[src/rtl/vbool_pkg.sv]
package vbool_pkg;

   localparam int OPC_W = 3;

   typedef enum logic [OPC_W-1:0] {
      VB_AND = 3'd0,
      VB_OR  = 3'd1,
      VB_XOR = 3'd2,
      VB_EQV = 3'd3,
      VB_MRG = 3'd4
   } vb_opc_e;

endpackage

[src/rtl/vbool_seq.sv]
// Element sequencer: issues one operand read per clock and aligns the
// index and last-element flag with the returned read data.
module vbool_seq #(
   parameter int MAX_LEN = 64,
   parameter int LEN_W   = 24,
   localparam int IDX_W  = $clog2(MAX_LEN)
) (
   input  logic             clk,
   input  logic             rst_n,
   input  logic             accept,
   input  logic [LEN_W-1:0] vlen,
   output logic             rd_en,
   output logic [IDX_W-1:0] rd_idx,
   output logic             s1_valid,
   output logic [IDX_W-1:0] s1_idx,
   output logic             s1_last,
   output logic             seq_busy
);

   logic             issuing;
   logic [IDX_W-1:0] cnt;
   logic [IDX_W-1:0] last_idx;
   logic             at_last;

   assign at_last  = (cnt == last_idx);
   assign rd_en    = issuing;
   assign rd_idx   = cnt;
   assign seq_busy = issuing | s1_valid;

   always_ff @(posedge clk) begin
      if (!rst_n) begin
         issuing  <= 1'b0;
         cnt      <= '0;
         last_idx <= '0;
      end else if (accept) begin
         issuing  <= 1'b1;
         cnt      <= '0;
         // a zero length field wraps to MAX_LEN-1, i.e. a full vector
         last_idx <= vlen[IDX_W-1:0] - 1'b1;
      end else if (issuing) begin
         cnt <= cnt + 1'b1;
         if (at_last) issuing <= 1'b0;
      end
   end

   always_ff @(posedge clk) begin
      if (!rst_n) begin
         s1_valid <= 1'b0;
         s1_idx   <= '0;
         s1_last  <= 1'b0;
      end else begin
         s1_valid <= issuing;
         s1_idx   <= cnt;
         s1_last  <= issuing & at_last;
      end
   end

endmodule

[src/rtl/vbool_opsel.sv]
// Operand selection: read port data or the broadcast scalar.
module vbool_opsel #(
   parameter int ELEM_W    = 64,
   parameter bit SCALAR_EN = 1'b1
) (
   input  logic [ELEM_W-1:0] rd_a,
   input  logic [ELEM_W-1:0] rd_b,
   input  logic [ELEM_W-1:0] scal,
   input  logic              use_a,
   input  logic              use_b,
   output logic [ELEM_W-1:0] op_a,
   output logic [ELEM_W-1:0] op_b
);

   generate
      if (SCALAR_EN) begin : g_bcast
         assign op_a = use_a ? scal : rd_a;
         assign op_b = use_b ? scal : rd_b;
      end else begin : g_plain
         logic unused_sel;
         assign unused_sel = use_a ^ use_b ^ (^scal);
         assign op_a = rd_a;
         assign op_b = rd_b;
      end
   endgenerate

endmodule

[src/rtl/vbool_alu.sv]
// Result stage: the logic function, the result register and the done flag.
module vbool_alu
   import vbool_pkg::*;
#(
   parameter int ELEM_W = 64,
   parameter int IDX_W  = 6
) (
   input  logic              clk,
   input  logic              rst_n,
   input  logic              in_valid,
   input  logic [IDX_W-1:0]  in_idx,
   input  logic              in_last,
   input  logic [OPC_W-1:0]  opc,
   input  logic              msel,
   input  logic [ELEM_W-1:0] op_a,
   input  logic [ELEM_W-1:0] op_b,
   output logic              wr_valid,
   output logic [IDX_W-1:0]  wr_idx,
   output logic [ELEM_W-1:0] wr_data,
   output logic              done
);

   logic [ELEM_W-1:0] res;
   logic              wr_last;

   always_comb begin
      unique case (opc)
         VB_AND:  res = op_a & op_b;
         VB_OR:   res = op_a | op_b;
         VB_XOR:  res = op_a ^ op_b;
         VB_EQV:  res = ~(op_a ^ op_b);
         VB_MRG:  res = msel ? op_a : op_b;
         default: res = '0;
      endcase
   end

   always_ff @(posedge clk) begin
      if (!rst_n) begin
         wr_valid <= 1'b0;
         wr_idx   <= '0;
         wr_data  <= '0;
         wr_last  <= 1'b0;
         done     <= 1'b0;
      end else begin
         wr_valid <= in_valid;
         wr_idx   <= in_idx;
         wr_last  <= in_last;
         done     <= wr_last;
         if (in_valid) wr_data <= res;
      end
   end

endmodule

[src/rtl/vbool_unit.sv]
module vbool_unit
   import vbool_pkg::*;
#(
   parameter int ELEM_W    = 64,
   parameter int MAX_LEN   = 64,
   parameter int LEN_W     = 24,
   parameter bit SCALAR_EN = 1'b1,
   localparam int IDX_W    = $clog2(MAX_LEN)
) (
   input  logic              clk,
   input  logic              rst_n,
   input  logic              start,
   input  logic [OPC_W-1:0]  opcode,
   input  logic [LEN_W-1:0]  vlen,
   input  logic [MAX_LEN-1:0] mask,
   input  logic [ELEM_W-1:0] scal_val,
   input  logic              scal_on_a,
   input  logic              scal_on_b,
   output logic              rd_en,
   output logic [IDX_W-1:0]  rd_idx,
   input  logic [ELEM_W-1:0] rd_a,
   input  logic [ELEM_W-1:0] rd_b,
   output logic              wr_valid,
   output logic [IDX_W-1:0]  wr_idx,
   output logic [ELEM_W-1:0] wr_data,
   output logic              done,
   output logic              busy
);

   generate
      if ((MAX_LEN < 2) || ((MAX_LEN & (MAX_LEN - 1)) != 0)) begin : g_bad_len
         $error("vbool_unit: MAX_LEN must be a power of two, at least 2");
      end
      if (LEN_W < IDX_W) begin : g_bad_lenw
         $error("vbool_unit: LEN_W narrower than the element index");
      end
      if (ELEM_W < 1) begin : g_bad_elem
         $error("vbool_unit: ELEM_W must be positive");
      end
   endgenerate

   logic               accept;
   logic               seq_busy;
   logic               s1_valid;
   logic               s1_last;
   logic [IDX_W-1:0]   s1_idx;
   logic [OPC_W-1:0]   opc_r;
   logic [MAX_LEN-1:0] mask_r;
   logic [ELEM_W-1:0]  scal_r;
   logic               sa_r;
   logic               sb_r;
   logic [ELEM_W-1:0]  op_a;
   logic [ELEM_W-1:0]  op_b;

   assign busy   = seq_busy | wr_valid;
   assign accept = start & ~busy;

   always_ff @(posedge clk) begin
      if (!rst_n) begin
         opc_r  <= '0;
         mask_r <= '0;
         scal_r <= '0;
         sa_r   <= 1'b0;
         sb_r   <= 1'b0;
      end else if (accept) begin
         opc_r  <= opcode;
         mask_r <= mask;
         scal_r <= scal_val;
         sa_r   <= scal_on_a;
         sb_r   <= scal_on_b;
      end
   end

   vbool_seq #(.MAX_LEN(MAX_LEN), .LEN_W(LEN_W)) u_seq (
      .clk      (clk),
      .rst_n    (rst_n),
      .accept   (accept),
      .vlen     (vlen),
      .rd_en    (rd_en),
      .rd_idx   (rd_idx),
      .s1_valid (s1_valid),
      .s1_idx   (s1_idx),
      .s1_last  (s1_last),
      .seq_busy (seq_busy)
   );

   vbool_opsel #(.ELEM_W(ELEM_W), .SCALAR_EN(SCALAR_EN)) u_opsel (
      .rd_a  (rd_a),
      .rd_b  (rd_b),
      .scal  (scal_r),
      .use_a (sa_r),
      .use_b (sb_r),
      .op_a  (op_a),
      .op_b  (op_b)
   );

   vbool_alu #(.ELEM_W(ELEM_W), .IDX_W(IDX_W)) u_alu (
      .clk      (clk),
      .rst_n    (rst_n),
      .in_valid (s1_valid),
      .in_idx   (s1_idx),
      .in_last  (s1_last),
      .opc      (opc_r),
      .msel     (mask_r[s1_idx]),
      .op_a     (op_a),
      .op_b     (op_b),
      .wr_valid (wr_valid),
      .wr_idx   (wr_idx),
      .wr_data  (wr_data),
      .done     (done)
   );

endmodule

[config.mk]
export PLATFORM = sky130hd
export DESIGN_NAME = vbool_unit
export DESIGN_NICKNAME = d
export VERILOG_FILES = /design/src/rtl/vbool_pkg.sv /design/src/rtl/vbool_seq.sv /design/src/rtl/vbool_opsel.sv /design/src/rtl/vbool_alu.sv /design/src/rtl/vbool_unit.sv
export SDC_FILE = /design/constraint.sdc
export NUM_CORES = 1
export LEC_CHECK = 0
export BUFFER_PORTS_ARGS = -buffer_cell sky130_fd_sc_hd__clkbuf_2
export CAP_MARGIN = 15
export CORE_UTILIZATION = 60
export CTS_BUF_LIST = sky130_fd_sc_hd__clkbuf_2
export CTS_CLUSTER_SIZE = 10
export DETAILED_ROUTE_END_ITERATION = 16
export PLACE_DENSITY = 0.85
export SYNTH_ARGS = -nofsm -noshare
export SYNTH_HDL_FRONTEND = slang
export SYNTH_SLANG_ARGS = --single-unit
export TNS_END_PERCENT = 30
[constraint.sdc]
create_clock -name clk -period 4.1 [get_ports clk]
set_input_delay 0.82 -clock clk [delete_from_list [all_inputs] [get_ports clk]]
set_output_delay 0.82 -clock clk [all_outputs]
set_load 0.01 [all_outputs]
Yosys cells after proc, flatten, opt, wreduce, memory -nomap -nowiden
Index checks and enable logic that the tools add are counted.
{"block": "classes", "add_sub_neg": 2, "mul": 0, "div_mod_pow": 0, "magnitude_cmp": 1, "eq_ne": 5, "shifts": 0, "mux": 9, "bitwise": 10, "reduce_logical": 2}
{"op": "64-bit case mux with 5 select lines", "count": 1}
{"op": "64-bit 2-to-1 mux", "count": 3}
{"op": "64-bit AND", "count": 1}
{"op": "64-bit inverter", "count": 1}
{"op": "64-bit bitwise OR", "count": 1}
{"op": "64-bit bitwise XOR", "count": 1}
{"op": "6-bit by 7-bit < comparator with 1-bit output (second input constant)", "count": 1}
{"op": "6-bit by 1-bit adder with 6-bit output (second input constant)", "count": 1}
{"op": "1-bit binary-select mux with 6-bit select", "count": 1}
{"op": "3-bit by 2-bit equality test with 1-bit output (second input constant)", "count": 2}
{"op": "6-bit equality test", "count": 1}
{"op": "6-bit by 1-bit subtractor with 6-bit output (second input constant)", "count": 1}
{"op": "1-bit 2-to-1 mux", "count": 4}
{"op": "3-bit by 1-bit equality test with 1-bit output (second input constant)", "count": 1}
{"op": "3-bit equality test (second input constant)", "count": 1}
{"op": "3-bit logical NOT", "count": 1}
{"op": "1-bit AND", "count": 2}
{"op": "1-bit inverter", "count": 2}
{"op": "1-bit bitwise OR", "count": 2}
{"op": "2-bit OR reduction", "count": 1}
{"block": "totals", "register_bits": 227, "latch_bits": 0, "ram_bits": 0, "mem_bits_ro": 0, "in_bits": 288, "output_inout_bits": 80, "elab_cells": 45, "mem_count": 0}

Depth between registers and ports, before layout
{"block": "logic_depth", "ltp_word": 5, "depth_mapped": 11, "ltp_nobuf": 7}

Hierarchy
From an unflattened synthesis, not the netlist that was laid out.
{"block": "hier_totals", "cells_unflattened": 1757, "hier_area_um2": 17007.6}
{"mod": "vbool_alu", "instances": 1, "cells_each": 900, "area_each_um2": 8525.7, "seq_area_each_um2": 1461.4}
{"mod": "vbool_unit", "instances": 1, "cells_each": 629, "area_each_um2": 5494.0, "seq_area_each_um2": 2662.6}
{"mod": "vbool_opsel", "instances": 1, "cells_each": 142, "area_each_um2": 2154.6, "seq_area_each_um2": 0.0}
{"mod": "vbool_seq", "instances": 1, "cells_each": 86, "area_each_um2": 833.3, "seq_area_each_um2": 420.4}

Worst setup path before layout
No wires, ideal clock.
{"block": "synth_timing", "kind": "reg-to-reg", "startpoint": "register sa_r", "endpoint": "register u_alu.wr_data[15]", "setup_time_ns": 0.116, "arrival_ns": 2.090, "required_ns": 3.984, "slack_ns": 1.894, "path_stages_with_launch": 9, "path_buffers": 2, "synth_period_minus_slack_ns": 2.206, "cell_sequence": "dfxtp_1 -> clkbuf_1 -> buf_2 -> mux2i_1 -> ha_1 -> mux2i_1 -> o21ai_0 -> a22o_1 -> a41o_1"}
{"block": "synth_between", "elab_chain_len": 4, "word_cells_on_any_way": 7, "classes_between": "3 x mux; 4 x bitwise"}
{"item": "from (decl)", "line": "vbool_unit.sv:50", "source": "logic sa_r;"}
{"item": "from (signal assigned)", "line": "vbool_unit.sv:69", "source": "sa_r <= scal_on_a;"}
{"item": "64-bit 2-to-1 mux *", "line": "vbool_opsel.sv:17", "source": "assign op_a = use_a ? scal : rd_a;"}
{"item": "64-bit bitwise XOR", "line": "vbool_alu.sv:30, vbool_alu.sv:31"}
{"item": "64-bit inverter", "line": "vbool_alu.sv:31", "source": "VB_EQV: res = ~(op_a ^ op_b);"}
{"item": "64-bit case mux with 5 select lines *", "line": "vbool_alu.sv:27", "source": "unique case (opc)"}
{"item": "to (signal assigned)", "line": "vbool_alu.sv:49", "source": "if (in_valid) wr_data <= res;"}
{"item": "to (decl)", "line": "vbool_alu.sv:19", "source": "output logic [ELEM_W-1:0] wr_data,"}
Every way passes the cells marked *; elsewhere a longest branch is shown, timed or not.
A chain may end at the register's enable or synchronous reset.

Worst setup path in the final report
{"block": "layout_timing", "startpoint": "register u_seq.s1_idx[0]", "endpoint": "register u_alu.wr_data[12]"}
{"block": "layout_between", "elab_chain_len": 4}
{"item": "from (decl)", "line": "vbool_seq.sv:15", "source": "output logic [IDX_W-1:0] s1_idx,"}
{"item": "from (signal assigned)", "line": "vbool_seq.sv:53", "source": "s1_idx <= cnt;"}
{"item": "1-bit binary-select mux with 6-bit select", "line": "vbool_unit.sv:104", "source": ".msel (mask_r[s1_idx]),"}
{"item": "1-bit 2-to-1 mux (implied by the code)", "line": "vbool_unit.sv:104"}
{"item": "64-bit 2-to-1 mux", "line": "vbool_alu.sv:32", "source": "VB_MRG: res = msel ? op_a : op_b;"}
{"item": "64-bit case mux with 5 select lines", "line": "vbool_alu.sv:27"}
No other way between the ends. The select of a mux whose other input is x is not followed.

==> metrics.txt <==
clock sink count=227; core area=~25000 sq um; DRT iter0 DRCs=896; Layout Area Growth over Synthesis=15.2%; Int Pwr=between 0.003 and 0.004 W; full die area=about 27000 sq um; gr ovfl total=0; startpoint class of the critical path=flop; most frequent cells in the layout=clkbuf_2, mux2i_1, dfxtp_1; Reg power frac=a little over two fifths; Max Cap Viol=0; pin count of the biggest net entering global routing=around 110; worst-skew pair later-pin latency=roughly 900 ps; final hold slack=roughly 130 ps; outcome=finished, final reports clean; CTS resizes=0; DRC viols=0; Syn. warnings=0; Netlist cell types=32; Sw Pwr=0.00219 W; clock tree buffer depth=3; first-pass GRT wire length=69500 um; crit path kind=flop to flop; r2r startpoint=u_seq.s1_idx[0]; Seq/Total Area, Yosys=slightly below 30%; Min Clock Period, post-route=around 3300 ps; CTS tree=yes; layout net count=2441; relative slew slack=23.5%; hold_sp=scal_val[40]; Sw Ratio=between 30 and 40%; CTS Root Cell=clkbuf_2; synthesized area per cell=around 9.0 sq um; cell count after synthesis=approximately 1700; placement row count=58; initial core utilization=between 60% and 70%; clock skew after layout=approximately 92 ps; Yosys reg bits=between 200 and 250; via/cell ratio=6.00; Vias=14400; Post CTS Setup Buffer Count=0; PD cells=around 330 nW/um^2; routed len/inst=18.2 um; Mapped Nets=2155; Hold Fails Final Rpt=0; Slew @ Worst Pin=around 1100 ps; Clock Power Share=27.1%; Worst IR Drop VDD=~0.34 mV; HPWL Detailed=approximately 30000 um; unrepaired setup endpoints after global routing=false; hold_buf cts=0; max-slew violations=0; R2R cell count=7; port bufs=around 350; final antenna-violating net count=0; H-Tree Level Count=2; DRT Wirelength=roughly 44000 um; cell area after synthesis=15600 sq um; worst hold path type=input pin to flop; leakage=8.66 nW; Data arrival, critical path=~4000 ps; I/O pins=368; most common cell after layout, fill and taps aside=clkbuf_2; combinational power share=between 20% and 30%; DIE HEIGHT=163 um; Max Fanout on Critical Path=35; Max Clk Rate=0.303 GHz; GRT Total Usage=between 30% and 40%; Final TNS setup=0 ps; vias in the first global route=14700; total iterations of the first detailed-routing run=7; total power=about 0.0060 W; Finish-stage setup viols=0; initial antenna violation count=2; Final Cycle Share=approximately 80%; R2R Path End=u_alu.wr_data[12]; Hold Crit Endpoint=scal_r[40]; Layout Cells excl Fill=between 2000 and 2500; Setup crit end kind=flop; chip width=around 160 um; clock-pin slew on the worst setup and hold paths=about 110 ps; Placer Congestion=between 0.8 and 0.9; dpl cells=about 2300; FF-to-FF setup slack=800 ps; share of cells above drive strength 1=23.5%; cts bufs inserted=approximately 60; hold path depth=2; critical path required time=4800 ps
==> metal layers <==
layer	global-route usage, %	routed length [um]	up-vias
li1	-	-	6874
met4	17.6	1840	0
met5	0	0	-
met1	35.1	17300	6819
met2	57.0	21400	611
met3	7.29	3250	136
==> power groups by stage <==
| stage | registers, W | logic, W | clock network (W) |
|---|---|---|---|
| 3_3_place_gp | 0.00262 | 0.00166 | 0 |
| 5_1_grt | 0.00261 | 0.00194 | 0.00178 |
| 2_1_floorplan | 0.00254 | 0.00130 | 0 |
| 6_report | 0.00259 | 0.00176 | 0.00161 |
| 3_5_place_dp | 0.00263 | 0.00174 | 0 |
| 4_1_cts | 0.00258 | 0.00175 | 0.00165 |
==> cell usage after synthesis, drive strengths merged <==
cell type / count / share of area (%)
mux2i: 341 / 22
dfxtp: 227 / 29
a22o: 198 / 11
nor2: 139 / 3.3
nand3: 134 / 4.3
inv: 133 / 3.2
ha: 130 / 10
clkbuf: 101 / 2.5
nand2: 86 / 2.1
o21ai: 69 / 2.2
a41o: 64 / 4.1
buf: 51 / 1.9
and2: 15 / 0.60
xnor2: 10 / 0.56
nand4: 9 / 0.40
mux4: 8 / 1.2
nor2b: 5 / 0.20
xor2: 5 / 0.28
a22oi: 3 / 0.14
nor3: 2 / 0.064
a21oi: 1 / 0.032
and3: 1 / 0.040
and4: 1 / 0.056
nor3b: 1 / 0.048
nor4: 1 / 0.040
nor4b: 1 / 0.056
o31ai: 1 / 0.048
==> how the worst max path moves through the flow <==
stage | startpoint | end | slack, ps
floorplan | sa_r | u_alu.wr_data[15] | 1890
global placement | u_seq.s1_idx[0] | u_alu.wr_data[36] | 860
detailed placement | u_seq.s1_idx[0] | u_alu.wr_data[36] | 860
CTS | u_seq.s1_idx[0] | u_alu.wr_data[12] | 800
global route | u_seq.s1_idx[0] | u_alu.wr_data[12] | 600
finish | u_seq.s1_idx[0] | u_alu.wr_data[12] | 800
==> state kept, by name (all words and copies together), names as in the netlist, 3 cells and up <==
signal	cells
mask_r	64
scal_r	64
u_alu.wr_data	64
u_alu.wr_idx	6
u_seq.last_idx	6
u_seq.rd_idx	6
u_seq.s1_idx	6
opc_r	3
==> cell type report <==
class / instances / area (sq um)
Multi-Input combinational cell: 1225 / 9900
Fill cell: 1943 / 7360
Sequential cell: 227 / 4560
Timing Repair Buffer: 375 / 2030
Inverter: 133 / 499
Clock buffer: 88 / 440
Tap cell: 330 / 413
Clock inverter: 25 / 119
Antenna cell: 2 / 5.00
==> cells by family after synthesis <==
logic type	synth area share, %
compound gates	17.7
xor+xnor	0.842
mux	23.0
flops	29.1
fa+ha+maj	10.4
simple gates	11.2
buf+inv	7.68
==> worst max-delay path: stages (launching register included) <==
cell and delay, ps:
dfxtp_1 750, mux4_2 350, mux2i_1 90, nand2_1 170, and4_2 830, buf_4 490
nand3_1 130, a41o_1 290
==> stage by stage <==
stage               util (%)  instance area (sq um)  setup WS (ps)
finish                  70.9                  18000            804
global route            70.9                  18000            601
CTS                     70.9                  18000            801
detailed placement      68.7                  17400            855
global placement        68.7                  17400            861
floorplan                  -                  15600           1890
Power figures use the tool's default switching activity.
